[config.mk]
export PLATFORM = sky130hd
export DESIGN_NAME = rtc_irq_unit
export DESIGN_NICKNAME = d
export VERILOG_FILES = /design/src/rtl/rtc_irq_pkg.sv /design/src/rtl/rtc_prescaler.sv /design/src/rtl/rtc_alarm_match.sv /design/src/rtl/rtc_irq_flags.sv /design/src/rtl/rtc_irq_unit.sv
export SDC_FILE = /design/constraint.sdc
export NUM_CORES = 1
export LEC_CHECK = 0
export BUFFER_PORTS_ARGS = -buffer_cell sky130_fd_sc_hd__buf_2
export CAP_MARGIN = 20
export CORE_MARGIN = 3
export CORE_UTILIZATION = 42
export CTS_CLUSTER_DIAMETER = 40
export DETAILED_ROUTE_END_ITERATION = 6
export PLACE_DENSITY = 0.74
export SLEW_MARGIN = 25
export SYNTH_ARGS = -nofsm -noshare
export SYNTH_HDL_FRONTEND = slang
export SYNTH_SLANG_ARGS = --single-unit
[constraint.sdc]
create_clock -name clk -period 2.1 [get_ports clk]
set_input_delay 0.42 -clock clk [delete_from_list [all_inputs] [get_ports clk]]
set_output_delay 0.42 -clock clk [all_outputs]
set_load 0.03 [all_outputs]
[src/rtl/rtc_irq_pkg.sv]
package rtc_irq_pkg;
  localparam int DATA_W = 8;
  localparam int REG_AW = 3;
  localparam int NSRC   = 3;

  localparam logic [REG_AW-1:0] A_RATE  = 3'd0;
  localparam logic [REG_AW-1:0] A_CTRL  = 3'd1;
  localparam logic [REG_AW-1:0] A_FLAG  = 3'd2;
  localparam logic [REG_AW-1:0] A_ASEC  = 3'd3;
  localparam logic [REG_AW-1:0] A_AMIN  = 3'd4;
  localparam logic [REG_AW-1:0] A_AHOUR = 3'd5;
  localparam logic [REG_AW-1:0] A_ADAY  = 3'd6;
  localparam logic [REG_AW-1:0] A_AMON  = 3'd7;

  // shared bit positions of enables (control) and flags
  localparam int B_UPD = 0;
  localparam int B_ALM = 1;
  localparam int B_PER = 2;
  localparam int B_SUM = 7;

  // a BCD alarm field with both top bits set accepts any value
  function automatic logic field_hit(input logic [DATA_W-1:0] al,
                                     input logic [DATA_W-1:0] cur);
    return (al[DATA_W-1:DATA_W-2] == 2'b11) || (al == cur);
  endfunction
endpackage

[src/rtl/rtc_prescaler.sv]
module rtc_prescaler #(
  parameter int DIV_W  = 15,
  parameter int CODE_W = 4
) (
  input  logic              clk,
  input  logic              rst,
  input  logic              ref_tick,
  input  logic              restart,
  input  logic [CODE_W-1:0] rate_code,
  output logic              per_evt
);
  localparam logic [DIV_W-1:0] MID = DIV_W'(1) << (DIV_W - 1);

  logic [DIV_W-1:0] cnt_q;
  logic [DIV_W-1:0] mask;

  // low (code-1) bits of the prescaler set the period
  always_comb begin
    mask = '0;
    for (int i = 0; i < DIV_W; i++) begin
      if (rate_code != '0 && i < int'(rate_code) - 1) mask[i] = 1'b1;
    end
  end

  always_ff @(posedge clk) begin
    if (rst)           cnt_q <= '0;
    else if (restart)  cnt_q <= MID;
    else if (ref_tick) cnt_q <= cnt_q + 1'b1;
  end

  assign per_evt = ref_tick && !restart && (rate_code != '0) &&
                   ((cnt_q & mask) == mask);

  // a time-set strobe parks the prescaler at its midpoint
  a_r10_restart_mid: assert property (@(posedge clk) disable iff (rst)
    restart |=> (cnt_q == MID));
endmodule

[src/rtl/rtc_alarm_match.sv]
module rtc_alarm_match
  import rtc_irq_pkg::*;
#(
  parameter int NF   = 5,
  parameter int NACT = 5
) (
  input  logic [NF*DATA_W-1:0] al_vec,
  input  logic [NF*DATA_W-1:0] cur_vec,
  output logic                 hit
);
  logic [NF-1:0] f_ok;

  for (genvar f = 0; f < NF; f++) begin : g_field
    if (f < NACT) begin : g_used
      assign f_ok[f] = field_hit(al_vec[f*DATA_W +: DATA_W],
                                 cur_vec[f*DATA_W +: DATA_W]);
    end else begin : g_unused
      assign f_ok[f] = 1'b1;
    end
  end

  assign hit = &f_ok;
endmodule

[src/rtl/rtc_irq_flags.sv]
module rtc_irq_flags #(
  parameter int NSRC = 3
) (
  input  logic            clk,
  input  logic            rst,
  input  logic [NSRC-1:0] evt,
  input  logic [NSRC-1:0] en_next,
  input  logic            rd_clr,
  output logic [NSRC-1:0] flags_q,
  output logic            irq
);
  logic [NSRC-1:0] flags_d;

  // an event in the read cycle survives the clear
  assign flags_d = (rd_clr ? '0 : flags_q) | evt;

  always_ff @(posedge clk) begin
    if (rst) begin
      flags_q <= '0;
      irq     <= 1'b0;
    end else begin
      flags_q <= flags_d;
      irq     <= |(flags_d & en_next);
    end
  end

  // every event leaves its flag set, read or no read
  a_r5_event_latches: assert property (@(posedge clk) disable iff (rst)
    (|evt) |=> ((flags_q & $past(evt)) == $past(evt)));

  // a read with no event empties the flags
  a_r7_read_clears: assert property (@(posedge clk) disable iff (rst)
    (rd_clr && !(|evt)) |=> (flags_q == '0));
endmodule

[src/rtl/rtc_irq_unit.sv]
module rtc_irq_unit
  import rtc_irq_pkg::*;
#(
  parameter int DIV_W      = 15,
  parameter int CODE_W     = 4,
  parameter int RESET_CODE = 6,
  parameter bit EXT_ALARM  = 1'b1
) (
  input  logic              clk,
  input  logic              rst,
  input  logic              ref_tick,
  input  logic              sec_tick,
  input  logic              time_wr,
  input  logic [DATA_W-1:0] cur_sec,
  input  logic [DATA_W-1:0] cur_min,
  input  logic [DATA_W-1:0] cur_hour,
  input  logic [DATA_W-1:0] cur_day,
  input  logic [DATA_W-1:0] cur_mon,
  input  logic [REG_AW-1:0] reg_addr,
  input  logic              reg_wr,
  input  logic              reg_rd,
  input  logic [DATA_W-1:0] reg_wdata,
  output logic [DATA_W-1:0] reg_rdata,
  output logic              irq
);
  localparam int NF   = 5;
  localparam int NACT = EXT_ALARM ? 5 : 3;
  localparam int PADW = DATA_W - CODE_W;
  localparam int ENPW = DATA_W - NSRC;

  logic [CODE_W-1:0] rate_q;
  logic [NSRC-1:0]   en_q, en_d;
  logic [DATA_W-1:0] al_sec_q, al_min_q, al_hour_q, al_day_q, al_mon_q;
  logic [NSRC-1:0]   src_evt, flg_q;
  logic              per_evt, al_hit, rd_clr, summary;

  // ---------------- register writes ----------------
  assign en_d = (reg_wr && reg_addr == A_CTRL) ? reg_wdata[NSRC-1:0] : en_q;

  always_ff @(posedge clk) begin
    if (rst) begin
      rate_q    <= CODE_W'(RESET_CODE);
      en_q      <= '0;
      al_sec_q  <= '0;
      al_min_q  <= '0;
      al_hour_q <= '0;
      al_day_q  <= '0;
      al_mon_q  <= '0;
    end else begin
      en_q <= en_d;
      if (reg_wr) begin
        case (reg_addr)
          A_RATE:  rate_q    <= reg_wdata[CODE_W-1:0];
          A_ASEC:  al_sec_q  <= reg_wdata;
          A_AMIN:  al_min_q  <= reg_wdata;
          A_AHOUR: al_hour_q <= reg_wdata;
          A_ADAY:  al_day_q  <= reg_wdata;
          A_AMON:  al_mon_q  <= reg_wdata;
          default: ;
        endcase
      end
    end
  end

  // ---------------- event sources ----------------
  rtc_prescaler #(.DIV_W(DIV_W), .CODE_W(CODE_W)) u_presc (
    .clk       (clk),
    .rst       (rst),
    .ref_tick  (ref_tick),
    .restart   (time_wr),
    .rate_code (rate_q),
    .per_evt   (per_evt)
  );

  rtc_alarm_match #(.NF(NF), .NACT(NACT)) u_match (
    .al_vec  ({al_mon_q, al_day_q, al_hour_q, al_min_q, al_sec_q}),
    .cur_vec ({cur_mon, cur_day, cur_hour, cur_min, cur_sec}),
    .hit     (al_hit)
  );

  always_comb begin
    src_evt        = '0;
    src_evt[B_PER] = per_evt;
    src_evt[B_ALM] = sec_tick && al_hit;
    src_evt[B_UPD] = sec_tick;
  end

  assign rd_clr = reg_rd && (reg_addr == A_FLAG);

  rtc_irq_flags #(.NSRC(NSRC)) u_flags (
    .clk     (clk),
    .rst     (rst),
    .evt     (src_evt),
    .en_next (en_d),
    .rd_clr  (rd_clr),
    .flags_q (flg_q),
    .irq     (irq)
  );

  assign summary = |(flg_q & en_q);

  // ---------------- register reads ----------------
  always_ff @(posedge clk) begin
    if (rst) begin
      reg_rdata <= '0;
    end else if (reg_rd) begin
      case (reg_addr)
        A_RATE:  reg_rdata <= {{PADW{1'b0}}, rate_q};
        A_CTRL:  reg_rdata <= {{ENPW{1'b0}}, en_q};
        A_FLAG: begin
          reg_rdata                  <= '0;
          reg_rdata[NSRC-1:0]        <= flg_q;
          reg_rdata[B_SUM]           <= summary;
        end
        A_ASEC:  reg_rdata <= al_sec_q;
        A_AMIN:  reg_rdata <= al_min_q;
        A_AHOUR: reg_rdata <= al_hour_q;
        A_ADAY:  reg_rdata <= EXT_ALARM ? {2'b00, al_day_q[DATA_W-3:0]} : '0;
        A_AMON:  reg_rdata <= EXT_ALARM ? al_mon_q : '0;
        default: reg_rdata <= '0;
      endcase
    end
  end

  // the line is high only with an enabled pending flag behind it
  a_r6_irq_has_source: assert property (@(posedge clk) disable iff (rst)
    irq |-> |(flg_q & en_q));

  // every seconds tick leaves the update flag set
  a_r4_update_each_tick: assert property (@(posedge clk) disable iff (rst)
    sec_tick |=> flg_q[B_UPD]);

  // a write to the flags address leaves them alone
  a_r11_flag_write_ignored: assert property (@(posedge clk) disable iff (rst)
    (reg_wr && reg_addr == A_FLAG && !reg_rd && !(|src_evt)) |=> $stable(flg_q));
endmodule

* Word level (Yosys, flattened, before mapping)
Index checks and enable logic that the tools add are counted.
** Word-level totals
- Register bits :: 74
- Input port bits :: 58
- Output and inout port bits :: 9
- Word-level logic and storage cells :: 111
** Operators by class
- Add/sub/neg operators :: 2
- Magnitude comparators :: 15
- Equality and inequality tests :: 18
- Mux-type cells :: 20
- Bitwise gates (word level) :: 4
- Reduce and logical (&&, ||, !) cells :: 40
** Operator list (count)
- $lt 5x32->1 const A :: 7
- $lt 4x32->1 const A :: 4
- $lt 3x32->1 const A :: 2
- $pmux 8 s8 :: 1
- $eq 8x8->1 :: 5
- $lt 1x32->1 const A :: 1
- $lt 2x32->1 const A :: 1
- $mux 15 :: 2
- $logic_and 1x1->1 :: 21
- $add 15x1->15 const B :: 1
- $and 15x15->15 :: 1
- $eq 15x15->1 :: 1
- $mux 1 :: 15
- $eq 3x3->1 const B :: 4
- $reduce_and 2->1 :: 6
- $eq 2x2->1 const B :: 5
- $and 3x3->3 :: 2
- $eq 3x2->1 const B :: 2
- $mux 3 :: 2
- $reduce_or 3->1 :: 2
- $logic_or 1x1->1 :: 5
- $reduce_and 5->1 :: 1
- $sub 4x1->5 const B :: 1
- $reduce_bool 4->1 :: 1
- 6 further kinds :: 6

* Depth between registers and ports, before layout
- Depth in word-level cells :: 10
- Gate-level depth with buffers :: 8
- Gate-level depth less buffers :: 8

* Modules after synthesis
Synthesis repeated with hierarchy kept, for this count alone.
** Second synthesis, totals
- Cell total of the unflattened synthesis :: 493
- Area, all modules :: 4119.0 um2
** Modules (own cells, without submodules)
- rtc_irq_unit :: times used 1, cells an instance 288, area an instance 2449.8 um2, seq. area each 1101.1 um2
- rtc_prescaler :: times used 1, cells an instance 135, area an instance 1056.0 um2, seq. area each 300.3 um2
- rtc_alarm_match :: times used 1, cells an instance 57, area an instance 467.9 um2, seq. area each 0.0 um2
- rtc_irq_flags :: times used 1, cells an instance 13, area an instance 145.1 um2, seq. area each 80.1 um2

* Worst setup path before layout
No wires, ideal clock.
- Path type :: in2reg
- Start point :: input port reg_wr
- End point :: register u_flags.irq
- Library setup time :: 0.122 ns
- Arrival :: 1.658 ns
- Required time :: 1.978 ns
- Path slack :: 0.320 ns
- Stages on the path :: 7
- Path buffers :: 1
- Cells stage by stage :: buf_2 nand2_1 nor3_2 mux2i_1 nor2_1 a31o_2 a221o_1
** Between the ends
- Cells in the longest elaborated chain, start to end :: 4
** Ends and longest elaborated chain
- start, declared :: RTL line rtc_irq_unit.sv:20 : input logic reg_wr,
- $logic_and 1x1->1 :: RTL line rtc_irq_unit.sv:38 : assign en_d = (reg_wr && reg_addr == A_CTRL) ? reg_wdata[NSRC-1:0] : en_q;
- $mux 3 :: RTL line rtc_irq_unit.sv:38
- $and 3x3->3 :: RTL line rtc_irq_flags.sv:23 : irq <= |(flags_d & en_next);
- $reduce_or 3->1 :: RTL line rtc_irq_flags.sv:23
- end signal, assigned :: RTL line rtc_irq_flags.sv:23
- end, declared :: RTL line rtc_irq_flags.sv:10 : output logic irq
Every way passes these cells.
A chain may end at the register's enable or synchronous reset.

* Final worst setup path
- Start point :: register al_min_q[2]
- End point :: register u_flags.irq
** Between the ends
- Cells in the longest elaborated chain, start to end :: 7
** Ends and longest elaborated chain
- start, declared :: RTL line rtc_irq_unit.sv:33 : logic [DATA_W-1:0] al_sec_q, al_min_q, al_hour_q, al_day_q, al_mon_q;
- start signal, assigned :: RTL line rtc_irq_unit.sv:55 : A_AMIN: al_min_q <= reg_wdata;
- $eq 8x8->1 :: RTL line rtc_irq_pkg.sv:24 : return (al[DATA_W-1:DATA_W-2] == 2'b11) || (al == cur);
- $logic_or 1x1->1 :: RTL line rtc_irq_pkg.sv:24
- $reduce_and 5->1 :: RTL line rtc_alarm_match.sv:22 : assign hit = &f_ok;
- $logic_and 1x1->1 :: RTL line rtc_irq_unit.sv:84 : src_evt[B_ALM] = sec_tick && al_hit;
- $or 3x3->3 :: RTL line rtc_irq_flags.sv:15 : assign flags_d = (rd_clr ? '0 : flags_q) | evt;
- $and 3x3->3 :: RTL line rtc_irq_flags.sv:23
- $reduce_or 3->1 :: RTL line rtc_irq_flags.sv:23
Every way passes these cells.

==> impl_metrics.toml <==
[yosys]
postSynthRegisterBits = 74
postSynthNetCount = 547
synth.top_cell.area_share = 0.384
seq_area_frac_synth = 0.384
yosysTopAreaCell = "sky130_fd_sc_hd__dfxtp_1"
synthCells = 485
synth_cell_types = 44
synthFlopType = "sky130_fd_sc_hd__dfxtp_1"
synth_commonest_cells = "sky130_fd_sc_hd__nand2_1 (107), sky130_fd_sc_hd__dfxtp_1 (74), sky130_fd_sc_hd__a21oi_1 (55), sky130_fd_sc_hd__nor2_1 (42), sky130_fd_sc_hd__xor2_1 (41)"
mappedNetlistArea_um2 = 3860
async_reset_ff_frac = 0
syn_avg_cell_area_um2 = 7.96
post-synth-top-count-cell = "sky130_fd_sc_hd__nand2_1"
ys_top_cells_by_area = "sky130_fd_sc_hd__dfxtp_1 (38%), sky130_fd_sc_hd__nand2_1 (10%), sky130_fd_sc_hd__xor2_1 (9.3%), sky130_fd_sc_hd__a21oi_1 (7.1%), sky130_fd_sc_hd__nor2_1 (4.1%)"
synth_edf_count = 0
yosys_warnings = 0

[timing]
setup_viol_count_final = 0
clock-skew-final_ns = 0.0118
slew_violations = 0
unrepaired_setup_endpoints_after_global_routing = "no"
clock.fmax_mhz = 505
timing.final.hold_violations = 0
worst_pin_slew_ns = 0.531
timing.final.crit_share = 0.944
worst_case_headroom_to_the_max_slew_limit = 0.645
finalWorstPathRequiredPeriod_ns = 1.98

[worst_setup_path]
worst-path-stages = 7
r2r-start = "al_min_q[2]"
worstRegToRegCells = 7
slowest_delay_ns = 0.58
end_kind = "flop"
worst-endpoint-arrival_ns = 2.27
worst_ep_required_time_ns = 2.39
cp_top_family = "simple AND/OR/NAND/NOR gates"
worstSetupPathType = "reg2reg"
rrSetupSlack_ns = 0.12
worst_setup_path_start_kind = "flop"
crit_path_max_fanout = 3
critical_path.cell_chain = "xor2_1 > nor4_1 > buf_4 > a22oi_1 > or4_1 > nor2_1 > a221o_1"
critPathLaunch = "al_min_q[2]"
critical_path_buf_inv_count = 1
rr_endpoint = "u_flags.irq"
endpoint = "u_flags.irq"
critical_path_cell_with_the_highest_stage_delay = "sky130_fd_sc_hd__or4_1"

[route]
wl_per_cell_um = 16.2
post_drt_via_cell_ratio = 5.63
wirelength_um = 10800
postRouteAntennaNets = 0
drc_errors_left = 0
drtIter0Drc = 297
first_pass_iters = 5
vias = 3732

[pwr]
power_per_cell_area_nw_per_um2 = 673
sequentialPowerShare = 0.478
p_comb_frac = 0.114
clock_power_share = 0.408
internal_power_mw = 2.28
p_leak_nw = 1.77
total_power_mw = 3.07
vdd_ir_drop_max_v = 0.000378
psw_mw = 0.790
power.switching_fraction = 0.258

[clock_network]
h-tree-depth = 3
cts.sink_count = 74
clk-insertion-delay-late_ns = 0.35
cts_root_buffer = "sky130_fd_sc_hd__clkbuf_8"
max-clock-path-buffers = 2
post_cts_buffers = 0
cts.reportedPaths.clkPinSlew_ns = 0.08
cts_inserted_buffers = 9
tritoncts = "yes"

[grt]
first_global_vias = 3505
grt_start_max_net_pins = 39
number_of_antenna_violations_at_the_first_check_in_global_routing = 0
global_route_overflow = 0
globalRouteTotalUtil = 0.209
first_pass_grt_wire_length_um = 17000

[cells_and_area]
n_antenna_cell = 0
share_of_final_layout_standard_cells_stronger_than_drive_strength_1 = 0.191
area_growth_syn_to_layout_pct = 18.1
design.final.nets = 612
final_cell_count_without_fillers = 663

[floorplanning]
die_height_um = 102
floorplan.initialDensity = 0.438
chipWidth_um = 102
num_io_pins = 67
rows = 34
die_area_um2 = 10400
core_area_um2 = 8810

[run_status]
status = "finished, final reports clean"

[placed_design]
post-dp-hpwl_um = 8040
place.detailed.instances = 647
finalWeightedCongestion = 0.905
io_buffer_count = 66

[worst_hold_path]
hold_path.class = "in2reg"

[job]
drv_cap = 0
## routing by layer
metal  part of all wire  routed length [µm]  global-route usage  vias up
met3              0.082                 879              0.0498       26
met4              0.022                 238              0.0747        0
met5                  0                   0                   0        -
met2               0.45                4890               0.317      160
li1                   -                   -                   -     1794
met1               0.44                4750               0.291     1752
## power by group through the flow
stage	clock (mW)	sequential (mW)	combinational [mW]
global placement	0	1.50	0.336
CTS	1.27	1.47	0.348
finish	1.25	1.47	0.351
floorplan	0	1.50	0.191
global route	1.33	1.47	0.385
detailed placement	0	1.50	0.346
## worst reg2reg max path, stage by stage, from the launching register on
cell and delay [ns]:
sky130_fd_sc_hd__dfxtp_1 0.34, sky130_fd_sc_hd__xor2_1 0.17, sky130_fd_sc_hd__nor4_1 0.31, sky130_fd_sc_hd__buf_4 0.17, sky130_fd_sc_hd__a22oi_1 0.07, sky130_fd_sc_hd__or4_1 0.58
sky130_fd_sc_hd__nor2_1 0.15, sky130_fd_sc_hd__a221o_1 0.14
## stage by stage
step | utilization | area [µm²] | TNS, ns | worst slack [ns] | hold WS (ns)
final | 0.518 | 4560 | 0 | 0.118 | 0.332
after global placement | 0.491 | 4330 | 0 | 0.0592 | 0.468
after detailed placement | 0.491 | 4330 | -0.0584 | -0.0469 | 0.480
after global routing | 0.518 | 4560 | 0 | 0.00251 | 0.350
after floorplan | - | 3860 | 0 | 0.320 | 0.456
after CTS | 0.517 | 4550 | 0 | 0.104 | 0.318
## registers in the layout, summed over array words and instances, names as in the netlist
signal and cells:
al_min_q 8, al_day_q 8, al_mon_q 8, u_flags.irq 1, al_sec_q 8, u_flags.flags_q 3
reg_rdata 8, al_hour_q 8, rate_q 4, u_presc.cnt_q 15, en_q 3
## cells by family after synthesis
kind of cell / count (synthesis) / share of synthesized area
simple gates: 199 / 0.228
mux: 19 / 0.0629
compound gates: 100 / 0.153
fa+ha+maj: 4 / 0.0130
buf+inv: 35 / 0.0370
xor+xnor: 54 / 0.123
flops: 74 / 0.384
## final cells by class
type                    count  area, µm²
well taps                 108        135
flip-flops and latches     74       1480
repair buffers             78        433
multi-input cells         376       2240
clock buffers              10        138
fillers                   828       4250
inverters                  11       41.3
clock inverters             6       88.8
## repair_timing
action,in CTS,in global routing
setup endpoints to repair,0,2
hold buffers,0,0
gates resized for setup,0,1
## worst min path at each step
stage / startpoint / to / slack, ns / cells past startpoint
global placement: reg_rdata[2] / reg_rdata[2] / 0.47 / 2
CTS: sec_tick / u_flags.flags_q[0] / 0.32 / 3
floorplan: al_hour_q[0] / al_hour_q[0] / 0.46 / 2
finish: sec_tick / u_flags.flags_q[0] / 0.33 / 3
detailed placement: reg_rdata[2] / reg_rdata[2] / 0.48 / 2
global route: sec_tick / u_flags.flags_q[0] / 0.35 / 3
## cell usage in the layout, fill, tap and decap left out, types with 2 or more instances in the layout
cell                         synthesis  final
sky130_fd_sc_hd__nand2_1           107    107
sky130_fd_sc_hd__dfxtp_1            74     74
sky130_fd_sc_hd__buf_2               9     66
sky130_fd_sc_hd__a21oi_1            55     55
sky130_fd_sc_hd__nor2_1             42     42
sky130_fd_sc_hd__xor2_1             41     41
sky130_fd_sc_hd__mux2i_1            13     13
sky130_fd_sc_hd__xnor2_1            13     13
sky130_fd_sc_hd__o21ai_0            12     12
sky130_fd_sc_hd__inv_1              11     11
sky130_fd_sc_hd__buf_4               0     11
sky130_fd_sc_hd__clkbuf_8            0     10
sky130_fd_sc_hd__nand4_1             9      9
sky130_fd_sc_hd__nand3_1             7      7
sky130_fd_sc_hd__nor2b_1             7      7
sky130_fd_sc_hd__nor3_1              7      7
sky130_fd_sc_hd__o211ai_1            6      6
sky130_fd_sc_hd__a22oi_1             6      6
sky130_fd_sc_hd__o22ai_1             6      6
sky130_fd_sc_hd__nor4_1              6      6
sky130_fd_sc_hd__mux4_2              4      4
sky130_fd_sc_hd__ha_1                4      4
sky130_fd_sc_hd__and3_1              3      3
sky130_fd_sc_hd__a311oi_1            3      3
sky130_fd_sc_hd__o21a_1              2      2
sky130_fd_sc_hd__nor4_2              2      2
sky130_fd_sc_hd__mux2_2              2      2
sky130_fd_sc_hd__nand2b_1            2      2
sky130_fd_sc_hd__clkinvlp_4          0      2
sky130_fd_sc_hd__bufinv_16           0      2
Note: power is estimated with default switching activity, not from simulation.
